### config.mk
export PLATFORM = sky130hd
export DESIGN_NAME = bus_clk_enable_ctrl
export DESIGN_NICKNAME = d
export VERILOG_FILES = /design/src/rtl/bus_clk_enable_ctrl.sv
export SDC_FILE = /design/constraint.sdc
export NUM_CORES = 1
export LEC_CHECK = 0
export BUFFER_PORTS_ARGS = -buffer_cell sky130_fd_sc_hd__buf_2
export CAP_MARGIN = 20
export CORE_MARGIN = 4
export CORE_UTILIZATION = 45
export CTS_BUF_LIST = sky130_fd_sc_hd__clkbuf_16
export DETAILED_ROUTE_END_ITERATION = 10
export PLACE_DENSITY = 0.71
export SYNTH_ARGS = -nofsm -noshare
export SYNTH_HDL_FRONTEND = slang
export SYNTH_SLANG_ARGS = --single-unit
### constraint.sdc
create_clock -name clk -period 2.3 [get_ports clk]
set_clock_uncertainty 0.15 [all_clocks]
set_input_delay 0.115 -clock clk [delete_from_list [all_inputs] [get_ports clk]]
set_output_delay 0.115 -clock clk [all_outputs]
set_load 0.02 [all_outputs]
### src/rtl/bus_clk_enable_ctrl.sv
module bus_clk_enable_ctrl #(
  parameter int MEM_BCLKS = 2,
  parameter int IO_LONG   = 4,
  parameter int IO_SHORT  = 2
) (
  input  logic       clk,
  input  logic       rst_n,
  input  logic       x1_mode,
  input  logic       io_short,
  input  logic       req,
  input  logic [1:0] area,
  input  logic [1:0] standby,
  input  logic       sdram_en,
  input  logic [1:0] out_sel,
  input  logic       pll_en,
  input  logic       osc_en,
  input  logic       sd_en,
  output logic       bclk_en,
  output logic       done,
  output logic       out_en
);
  localparam int MEM_HALF = 2 * MEM_BCLKS;
  localparam int MAX_A    = (IO_LONG > IO_SHORT) ? IO_LONG : IO_SHORT;
  localparam int MAX_LEN  = (MAX_A > MEM_HALF) ? MAX_A : MEM_HALF;
  localparam int CW       = $clog2(MAX_LEN + 1);

  logic          stop, busy, ph, half_q, sdr_q, accept;
  logic [1:0]    sel_q;
  logic [CW-1:0] cnt, last, len_m1;

  assign stop   = standby[1];
  assign accept = req && !busy && !stop;

  always_comb begin
    if (area == 2'b01)
      len_m1 = (!x1_mode && io_short) ? CW'(IO_SHORT - 1) : CW'(IO_LONG - 1);
    else if (area[1] && !x1_mode)
      len_m1 = CW'(MEM_HALF - 1);
    else
      len_m1 = CW'(MEM_BCLKS - 1);
  end

  assign done    = busy && !stop && (cnt == last);
  assign bclk_en = !stop && !(busy && half_q && ph);

  always_ff @(posedge clk or negedge rst_n) begin
    if (!rst_n) begin
      busy   <= 1'b0;
      cnt    <= '0;
      last   <= '0;
      ph     <= 1'b0;
      half_q <= 1'b0;
      sdr_q  <= 1'b0;
      sel_q  <= 2'b00;
    end else begin
      if (!busy) begin
        sdr_q <= sdram_en;
        sel_q <= out_sel;
      end
      if (stop) begin
        ph <= 1'b0;
      end else if (accept) begin
        busy   <= 1'b1;
        cnt    <= '0;
        last   <= len_m1;
        ph     <= 1'b0;
        half_q <= area[1] && !x1_mode;
      end else if (done) begin
        busy <= 1'b0;
        ph   <= 1'b0;
      end else if (busy) begin
        cnt <= cnt + 1'b1;
        ph  <= ~ph;
      end
    end
  end

  always_comb begin
    if (sdr_q) out_en = sd_en;
    else begin
      case (sel_q)
        2'b11:   out_en = pll_en;
        2'b10:   out_en = osc_en;
        2'b01:   out_en = bclk_en;
        default: out_en = (standby == 2'b00);
      endcase
    end
  end
endmodule

==> results of run 1 <==
[cells in the mapped netlist, drive strengths merged, types with 3 or more instances]
cell type | number | area, um2
dfrtp | 11 | 275
inv | 5 | 18.8
nand2 | 5 | 18.8
mux2 | 4 | 45.0
a21oi | 3 | 15.0
nor2 | 3 | 11.3
nor2b | 3 | 18.8
nor3 | 3 | 15.0
[cells by family (layout without fill, tap and decap cells)]
group / after synthesis / after routing / synth area share
and+or+nand+nor: 20 / 20 / 0.177
buffers and inverters: 6 / 30 / 0.0391
AOI/OAI and AO/OA: 16 / 16 / 0.195
xor gates and xnor gates: 2 / 2 / 0.0412
adders and majority gates: 1 / 1 / 0.0206
DFF: 11 / 11 / 0.453
muxes: 4 / 4 / 0.0741
[registers in the layout (all words and copies together) (netlist names)]
register,cells
last,2
cnt,3
ph,1
busy,1
sel_q,2
half_q,1
sdr_q,1
[worst max-delay path: cells and delay by family (launching register included)]
kind            cells  cell delay (ps)
compound gates      2              530
simple gates        1              110
flops               1              580
buf+inv             1              170
[metal layers]
| metal | share of wire | routed length, um |
|---|---|---|
| met2 | 0.46 | 591 |
| met3 | 0.063 | 80 |
| met1 | 0.45 | 572 |
| met5 | 0 | 0 |
| met4 | 0.027 | 35 |
[stage by stage]
step,utilization,cells
2_1_floorplan,-,60
3_3_place_gp,0.595,90
3_5_place_dp,0.595,90
4_1_cts,0.695,98
5_1_grt,0.695,98
6_report,0.695,98
[power breakdown]
group	switching (mW)	internal [mW]	leakage, nW
clock	0.0829	0.228	0.0423
combinational	0.178	0.186	0.210
sequential	0.126	0.291	0.126
[area by class of cell]
cell class / count / area share
clock inverters: 1 / 0.00455
flip-flops and latches: 11 / 0.334
multi-input cells: 43 / 0.375
inverters: 5 / 0.0228
clock buffers: 3 / 0.0910
repair buffers: 21 / 0.152
well taps: 14 / 0.0212
[cells in the final DEF, fill, tap and decap left out, drive strengths merged, types with 3 or more instances in the layout]
cell          n
buf          17
dlygate4sd3   4
nor3          3
inv           6
nor2b         3
dfrtp        11
nand2         5
mux2          4
a21oi         3
clkbuf        3
nor2          3
[worst min-delay path by stage]
stage               startpoint      end  slack, ps  cells past startpoint
detailed placement       rst_n    sdr_q       -150                      1
floorplan                rst_n     busy       -330                      0
global route               req       ph         70                      4
finish                 area[0]  last[1]         50                      3
CTS                        req       ph         50                      4
global placement         rst_n    sdr_q       -150                      1
[timing repair]
action	CTS	global route
buffers inserted	0	0
hold buffers	4	0
hold endpoints to repair	14	0
==> results.txt, run 1 <==
Run status -> complete, no violations
Summed negative setup slack over all endpoints -> 0 ps
Remaining global-route overflow -> 0
Wirelength, routed -> 1280 um
Post-synthesis async set-or-reset flop share -> 1.00
Effective utilization at floorplan -> 0.513
Port Buffers -> 17
Weighted congestion reported at the end of routability-driven placement -> 0.740
Startpoint type of the worst setup path -> register
H-tree Lvls -> 1
Library cells used by synthesis -> 27
Final hold vios -> 0
R2r worst-path depth -> 2
Endpoint of the worst-slack reg-to-reg timing path -> half_q
Setup CP Type -> reg -> out
Standard cell with the maximum stage delay on the critical path -> sky130_fd_sc_hd__dfrtp_1
Chip height -> 44.8 um
Horizontal extent of the die -> 44.8 um
Maximum clock frequency -> 528 MHz
Synthesized netlist cell count -> 60
Unrepaired setup endpoints after global routing -> no
Final setup viols -> 0
Count of antenna diodes in the layout -> 0
Total area of multi-input combinational cells -> 309 um2
Final routed DRC violation total -> 0
Critical-path maximum fanout -> 14
Number of synthesized flops with an enable pin -> 0
Antenna violations before repair -> 0
Number of vias per cell -> 5.63
Flop2flop setup slack -> 700 ps
Sum of net half-perimeters after detailed placement -> 952 um
Cell area after placement -> 706 um2
Met2 Use GR -> 0.215
CTS max path bufs -> 2
Pins over their slew limit -> 0
Number of sinks on the clock net -> 11
Tot Pwr -> 1.09 mW
Critical Path Source -> busy
Most used flip-flop cell after synthesis -> sky130_fd_sc_hd__dfrtp_1
IR drop worst, VDD -> 593 uV
Data arrival, critical path -> 1630 ps
Global-route wire length before repair -> 2120 um
Endpoint kind of the worst setup timing path -> output pin
Share of layout cells above drive strength 1 -> 0.321
Number of buffers created by CTS -> 3
Fill cells -> 91
HP Class -> in -> reg
Mean instance size in the synthesized netlist -> 10.1 um2
Worst path max stage delay -> 580 ps
Worst setup path endpoint -> out_en
Largest net degree at the start of global routing -> 15
Standby leakage power -> 0.378 nW
Standard-cell row count -> 12
Number of nets with antenna violations after routing -> 0
Global routing met3 resource utilization -> 0.0518
Slew at the pin with the worst max-slew slack -> 411 ps
Share of synthesized area occupied by flip-flops and latches -> 0.453
Minimum hold slack -> 46.5 ps
CTS tree -> built
Post-synth design cell area -> 608 um2
Series of cell instances along the critical path -> a311oi_1, a2111oi_0, nor3_1, buf_2
Count of cells resized by post-cts repair -> 0
Combined flip-flop and latch cell area -> 275 um2
Min Tclk post-route -> 1890 ps
Starting DRT DRC Count -> 10
Design area -> 825 um2
Worst path required time -> 2040 ps
Source-to-sink clock delay at the later pin of the worst-skew pair -> 240 ps
Number of vias after detailed routing -> 552
Max-cap violation count -> 0
Number of global-route vias before repair -> 499
Post-detailed-route wirelength per cell -> 13.1 um
Floorplan Core Area -> 1190 um2
Headroom to the max-slew limit -> 0.726
Flip-flop and latch count after synthesis -> 11
Mapped Nets -> 76
Total Die Area -> 2000 um2
Final Worst Setup Slack -> 405 ps
Area Overhead vs Synth -> 35.6%
Met1 Resource Use GR -> 0.199
Cell Pwr Density -> 1320 nW/um2
Final worst-path cycle share -> 0.824
Worst setup slack after placement -> 679 ps
Clock-pin slew on the worst setup and hold paths -> 40 ps
Yosys Warn Count -> 0
Post-layout net count -> 101
CTS root buffer -> sky130_fd_sc_hd__clkbuf_16
Origin of the critical flop-to-flop path -> busy
First-pass detailed-route iteration total -> 4
Most used routing layer in global routing -> met2
Boundary Pins -> 18
GRT Util Overall -> 0.151
Note: power is estimated with default switching activity, not from simulation.
==> run 2, diff against run 1 <==
==> constraint.sdc (replaced) <==
create_clock -name clk -period 1.9 [get_ports clk]
set_clock_uncertainty 0.15 [all_clocks]
set_input_delay 0.095 -clock clk [delete_from_list [all_inputs] [get_ports clk]]
set_output_delay 0.095 -clock clk [all_outputs]
set_load 0.02 [all_outputs]
==> results.txt, run 2 (same netlist as run 1, synthesis figures left out) <==
Global-route wire length before repair -> 2190 um (+3.6%)
Port Buffers -> 17 (unchanged)
Critical-path maximum fanout -> 7 (-7)
Boundary Pins -> 18 (unchanged)
Register name with the most flops -> cnt
Number of sinks on the clock net -> 11 (unchanged)
Flop2flop setup slack -> 370 ps (-330 ps)
Final routed DRC violation total -> 0 (unchanged)
Sum of net half-perimeters after detailed placement -> 960 um (+0.76%)
GRT Util Overall -> 0.154 (+0.00237)
Clock-pin slew on the worst setup and hold paths -> 40 ps (about the same)
Starting DRT DRC Count -> 17 (+7)
Headroom to the max-slew limit -> 0.723 (-0.00310)
IR drop worst, VDD -> 996 uV (+68%)
Data arrival, critical path -> 1510 ps (-120 ps)
First-pass detailed-route iteration total -> 4 (unchanged)
Weighted congestion reported at the end of routability-driven placement -> 0.737 (-0.47%)
Pins over their slew limit -> 0 (unchanged)
Fill cells -> 90 (-1.1%)
Summed negative setup slack over all endpoints -> 0 ps (unchanged)
Post-layout net count -> 102 (+0.99%)
Antenna violations before repair -> 0 (unchanged)
Number of global-route vias before repair -> 523 (+4.8%)
H-tree Lvls -> 1 (unchanged)
Final worst-path cycle share -> 0.925
Share of layout cells above drive strength 1 -> 0.341 (+0.0197)
Floorplan Core Area -> 1190 um2 (unchanged)
Setup CP Type -> reg -> out
Worst Path Buf+Inv -> 1 (unchanged)
Maximum clock frequency -> 569 MHz
Max-cap violation count -> 0 (unchanged)
Kind of cell adding the most delay to the critical path -> compound AO/OA/AOI/OAI gates
Startpoint type of the worst setup path -> register
Min Tclk post-route -> 1760 ps
Number of buffers created by CTS -> 3 (unchanged)
Effective utilization at floorplan -> 0.513 (unchanged)
Combined flip-flop and latch cell area -> 275 um2 (unchanged)
Unrepaired setup endpoints after global routing -> no
Area Overhead vs Synth -> 37.2%
Standard-cell row count -> 12 (unchanged)
Remaining global-route overflow -> 0 (unchanged)
Standby leakage power -> 0.381 nW (+0.75%)
Tot Pwr -> 1.34 mW (+23%)
Highest-count cells in the layout ignoring fill and taps -> sky130_fd_sc_hd__buf_2, sky130_fd_sc_hd__dfrtp_1, sky130_fd_sc_hd__inv_1, sky130_fd_sc_hd__nand2_1
Total Die Area -> 2000 um2 (unchanged)
Post-detailed-route wirelength per cell -> 13.5 um (+3.7%)
Largest net degree at the start of global routing -> 12 (-3)
Number of nets with antenna violations after routing -> 0 (unchanged)
Worst path required time -> 1650 ps (-390 ps)
Final hold vios -> 0 (unchanged)
Total area of multi-input combinational cells -> 310 um2 (+0.41%)
CTS root buffer -> sky130_fd_sc_hd__clkbuf_16
Number of vias per cell -> 5.66 (+0.42%)
Slew at the pin with the worst max-slew slack -> 414 ps (+3.76 ps)
CTS tree -> built
Standard cell with the maximum stage delay on the critical path -> sky130_fd_sc_hd__dfrtp_1
Series of cell instances along the critical path -> a311oi_1, a2111oi_1, nor3_1, buf_2
HP Class -> in -> reg
Final setup viols -> 0 (unchanged)
Horizontal extent of the die -> 44.8 um (unchanged)
Run status -> complete, no violations
Source-to-sink clock delay at the later pin of the worst-skew pair -> 240 ps (about the same)
Most common library cell in the layout ignoring fill and taps -> sky130_fd_sc_hd__buf_2
Endpoint kind of the worst setup timing path -> output pin
Chip height -> 44.8 um (unchanged)
Flip-flop count of the largest register, all copies and words added -> 3 (unchanged)
Cell Pwr Density -> 1610 nW/um2 (+22%)
CTS max path bufs -> 2 (unchanged)
Post-CTS Setup Bufs -> 0 (unchanged)
Number of vias after detailed routing -> 560 (+1.4%)
Wirelength, routed -> 1340 um (+4.8%)
Count of antenna diodes in the layout -> 0 (unchanged)
Leading registers by flop count -> cnt (3), last (2), sel_q (2)
Worst path max stage delay -> 480 ps (-100 ps)
==> run 2: what timing repair did <==
| item | 4_1_cts | 5_1_grt |
|---|---|---|
| endpoints found under the hold margin | 14 | 0 |
| hold buffers | 4 | 0 |
| gates resized for setup | 0 | 1 |
| setup endpoints to repair | 0 | 1 |
==> run 2: final timing paths <==
check	startpoint	end	depth (start not counted)
min in group asynchronous	rst_n	sdr_q	2
worst max-delay path	busy	out_en	4
worst min register to register	ph	ph	1
max in group asynchronous	rst_n	cnt[0]	2
worst min-delay path	area[0]	last[1]	3
worst max register to register	busy	half_q	2
==> run 2: routing by layer <==
metal | GRT usage | up-vias | wire, um
met5 | 0 | - | 0
met4 | 0.0542 | 0 | 5
met3 | 0.0598 | 2 | 108
met2 | 0.229 | 19 | 658
met1 | 0.201 | 262 | 568
li1 | - | 277 | -
==> run 2: worst register-to-register path: cells and delay by family, from the launching register on <==
family,cells,cell delay (ps)
simple gates,1,420
mux,1,380
flops,1,460
==> run 2: area by class of cell <==
cell class	count	share of cell area
multi-input combinational	43	0.372
sequential	11	0.330
timing repair buffer	22	0.159
clock buffer	3	0.0900
inverter	5	0.0225
tap	14	0.0210
clock inverter	1	0.00600
==> run 2: report_power, final <==
group / total (mW) / internal (mW) / switching, mW
sequential: 0.494 / 0.352 / 0.142
combinational: 0.468 / 0.238 / 0.230
clock: 0.382 / 0.278 / 0.104
==> run 2: metrics by stage <==
stage / worst slack [ps] / instance area [um2] / instances / hold WS, ps / util
floorplan: 403 / 608 / 60 / -351 / -
global placement: 350 / 713 / 91 / -177 / 0.601
detailed placement: 345 / 713 / 91 / -174 / 0.601
CTS: 89.1 / 833 / 99 / 23.7 / 0.703
global route: 74.4 / 835 / 99 / 33.7 / 0.704
finish: 142 / 835 / 99 / 27.2 / 0.704
==> run 3, diff against run 2 <==
--- a/config.mk
+++ b/config.mk
@@ -5,7 +5,7 @@
 export SDC_FILE = /design/constraint.sdc
 export NUM_CORES = 1
 export LEC_CHECK = 0
-export BUFFER_PORTS_ARGS = -buffer_cell sky130_fd_sc_hd__buf_2
+export BUFFER_PORTS_ARGS = -buffer_cell sky130_fd_sc_hd__buf_4
 export CAP_MARGIN = 20
 export CORE_MARGIN = 4
 export CORE_UTILIZATION = 45
==> constraint.sdc (replaced) <==
create_clock -name clk -period 1.9 [get_ports clk]
set_clock_uncertainty 0.15 [all_clocks]
set_input_delay 0.38 -clock clk [delete_from_list [all_inputs] [get_ports clk]]
set_output_delay 0.38 -clock clk [all_outputs]
set_load 0.02 [all_outputs]
==> results.txt, run 3 (same netlist as run 1, synthesis figures left out) <==
Run status -> complete, but fails checks
Violated checks -> negative setup slack
Count of antenna diodes in the layout -> 0 (unchanged)
Boundary Pins -> 18 (unchanged)
Endpoint kind of the worst setup timing path -> output pin
Origin of the critical flop-to-flop path -> cnt[0]
Headroom to the max-slew limit -> 0.737 (+0.0141)
Max-cap violation count -> 0 (unchanged)
Unrepaired setup endpoints after global routing -> yes
Number of buffers created by CTS -> 3 (unchanged)
Min Tclk post-route -> 1950 ps (+191 ps)
Final routed DRC violation total -> 0 (unchanged)
Antenna violations before repair -> 0 (unchanged)
Pins over their slew limit -> 0 (unchanged)
Clock-pin slew on the worst setup and hold paths -> 40 ps (about the same)
Total Die Area -> 2000 um2 (unchanged)
Floorplan Core Area -> 1190 um2 (unchanged)
Final Worst Setup Slack -> -49.0 ps (-191 ps)
Horizontal extent of the die -> 44.8 um (unchanged)
Most common library cell in the layout ignoring fill and taps -> sky130_fd_sc_hd__buf_4
Number of global-route vias before repair -> 573 (+9.6%)
Cell depth of the worst hold path -> 2 (-1)
Data arrival, critical path -> 1420 ps (-90 ps)
IR drop worst, VDD -> 962 uV (-3.4%)
Number of nets with antenna violations after routing -> 0 (unchanged)
Minimum hold slack -> 226 ps (+198 ps)
Remaining global-route overflow -> 0 (unchanged)
Count of placed standard cells in the final layout, fillers left out -> 105 (+6.1%)
Flop2flop setup slack -> 280 ps (-90 ps)
HP Class -> in -> reg
Cell Count Post-Placement -> 92 (+1.1%)
Standard cell with the maximum stage delay on the critical path -> sky130_fd_sc_hd__dfrtp_1
CTS max path bufs -> 2 (unchanged)
Source-to-sink clock delay at the later pin of the worst-skew pair -> 240 ps (about the same)
Post-detailed-route wirelength per cell -> 14.7 um (+8.5%)
Number of vias per cell -> 5.53 (-2.2%)
Maximum clock frequency -> 513 MHz (-9.8%)
Flip-flop count of the largest register, all copies and words added -> 3 (unchanged)
Register name with the most flops -> cnt
Final worst-path cycle share -> 1.03 (+0.100)
Global-route wire length before repair -> 2620 um (+19%)
Wirelength, routed -> 1540 um (+15%)
Standard-cell row count -> 12 (unchanged)
Largest net degree at the start of global routing -> 14 (+2)
Series of cell instances along the critical path -> xor2_2, or3_4, nor2_4, buf_6
Area Overhead vs Synth -> 54.9%
Starting DRT DRC Count -> 9 (-8)
Worst setup path endpoint -> done
Number of vias after detailed routing -> 581 (+3.8%)
First-pass detailed-route iteration total -> 4 (unchanged)
Effective utilization at floorplan -> 0.513 (unchanged)
Crit path depth -> 4 (unchanged)
Tot Pwr -> 1.58 mW (+17%)
Highest-count cells in the layout ignoring fill and taps -> sky130_fd_sc_hd__buf_4, sky130_fd_sc_hd__dfrtp_1, sky130_fd_sc_hd__inv_1, sky130_fd_sc_hd__nand2_1, sky130_fd_sc_hd__mux2_2
Weighted congestion reported at the end of routability-driven placement -> 0.728 (-1.2%)
Worst path max stage delay -> 400 ps (-80 ps)
Standby leakage power -> 0.429 nW (+12%)
Slew at the pin with the worst max-slew slack -> 389 ps (-25.2 ps)
Setup CP Type -> reg -> out
Leading registers by flop count -> cnt (3), last (2), sel_q (2)
Cell area after placement -> 763 um2 (+7.0%)
Worst setup slack after placement -> 139 ps (-206 ps)
Startpoint type of the worst setup path -> register
Chip height -> 44.8 um (unchanged)
CTS root buffer -> sky130_fd_sc_hd__clkbuf_16
Final setup viols -> 1 (+1)
GRT Util Overall -> 0.186 (+0.0327)
Design area -> 942 um2 (+13%)
Cell Pwr Density -> 1670 nW/um2 (+3.9%)
Endpoint of the worst-slack reg-to-reg timing path -> cnt[1]
H-tree Lvls -> 1 (unchanged)
Worst path required time -> 1370 ps (-280 ps)
Kind of cell adding the most delay to the critical path -> simple AND/OR/NAND/NOR gates
Port Buffers -> 17 (unchanged)
Post-layout net count -> 108 (+5.9%)
Final hold vios -> 0 (unchanged)
Critical Path Source -> cnt[0]
CTS tree -> built
Fill cells -> 79 (-12%)
Worst Path Buf+Inv -> 1 (unchanged)
Summed negative setup slack over all endpoints -> -49.0 ps (-49.0 ps)
R2r worst-path depth -> 4 (+2)
Final cell utilization of the core -> 0.794 (+0.0907)
Critical-path maximum fanout -> 2 (-5)
Share of layout cells above drive strength 1 -> 0.462 (+0.120)
Number of sinks on the clock net -> 11 (unchanged)
Sum of net half-perimeters after detailed placement -> 1020 um (+6.3%)
-- run 3: cell types whose count changed in the layout (fill, tap and decap cells not counted), sizes merged --
cell | before | now
dlygate4sd3 | 4 | 1
buf | 18 | 27
-- run 3: worst min path at each step --
stage | from | slack [ps] | endpoint
2_1_floorplan | rst_n | -70 | busy
3_3_place_gp | rst_n | 70 | sdr_q
3_5_place_dp | rst_n | 70 | sdr_q
4_1_cts | out_sel[1] | 220 | sel_q[1]
5_1_grt | out_sel[1] | 230 | sel_q[1]
6_report | out_sel[1] | 230 | sel_q[1]
-- run 3: area by class of cell --
type | count | area (um2) | area share
clock buffers | 3 | 75.1 | 0.0797
flip-flops and latches | 11 | 277 | 0.293
repair buffers | 28 | 216 | 0.230
inverters | 5 | 18.8 | 0.0199
clock inverters | 1 | 5.00 | 0.00531
multi-input cells | 43 | 333 | 0.353
well taps | 14 | 17.5 | 0.0186
-- run 3: what timing repair did --
item                       in CTS  in global routing
hold buffers                    1                  0
buffers inserted                7                  1
resized for setup               1                  7
hold endpoints to repair       11                  0
setup endpoints to repair       2                  2
pin swaps                       7                  0
-- run 3: per-layer routing --
layer / share of wire / track usage
met1: 0.41 / 0.232
met2: 0.50 / 0.287
met3: 0.058 / 0.0757
met4: 0.022 / 0.0723
met5: 0 / 0
-- run 3: where the power goes --
part / switching, mW / internal [mW]
clock network: 0.104 / 0.278
registers: 0.129 / 0.355
logic: 0.318 / 0.393
total: 0.551 / 1.03
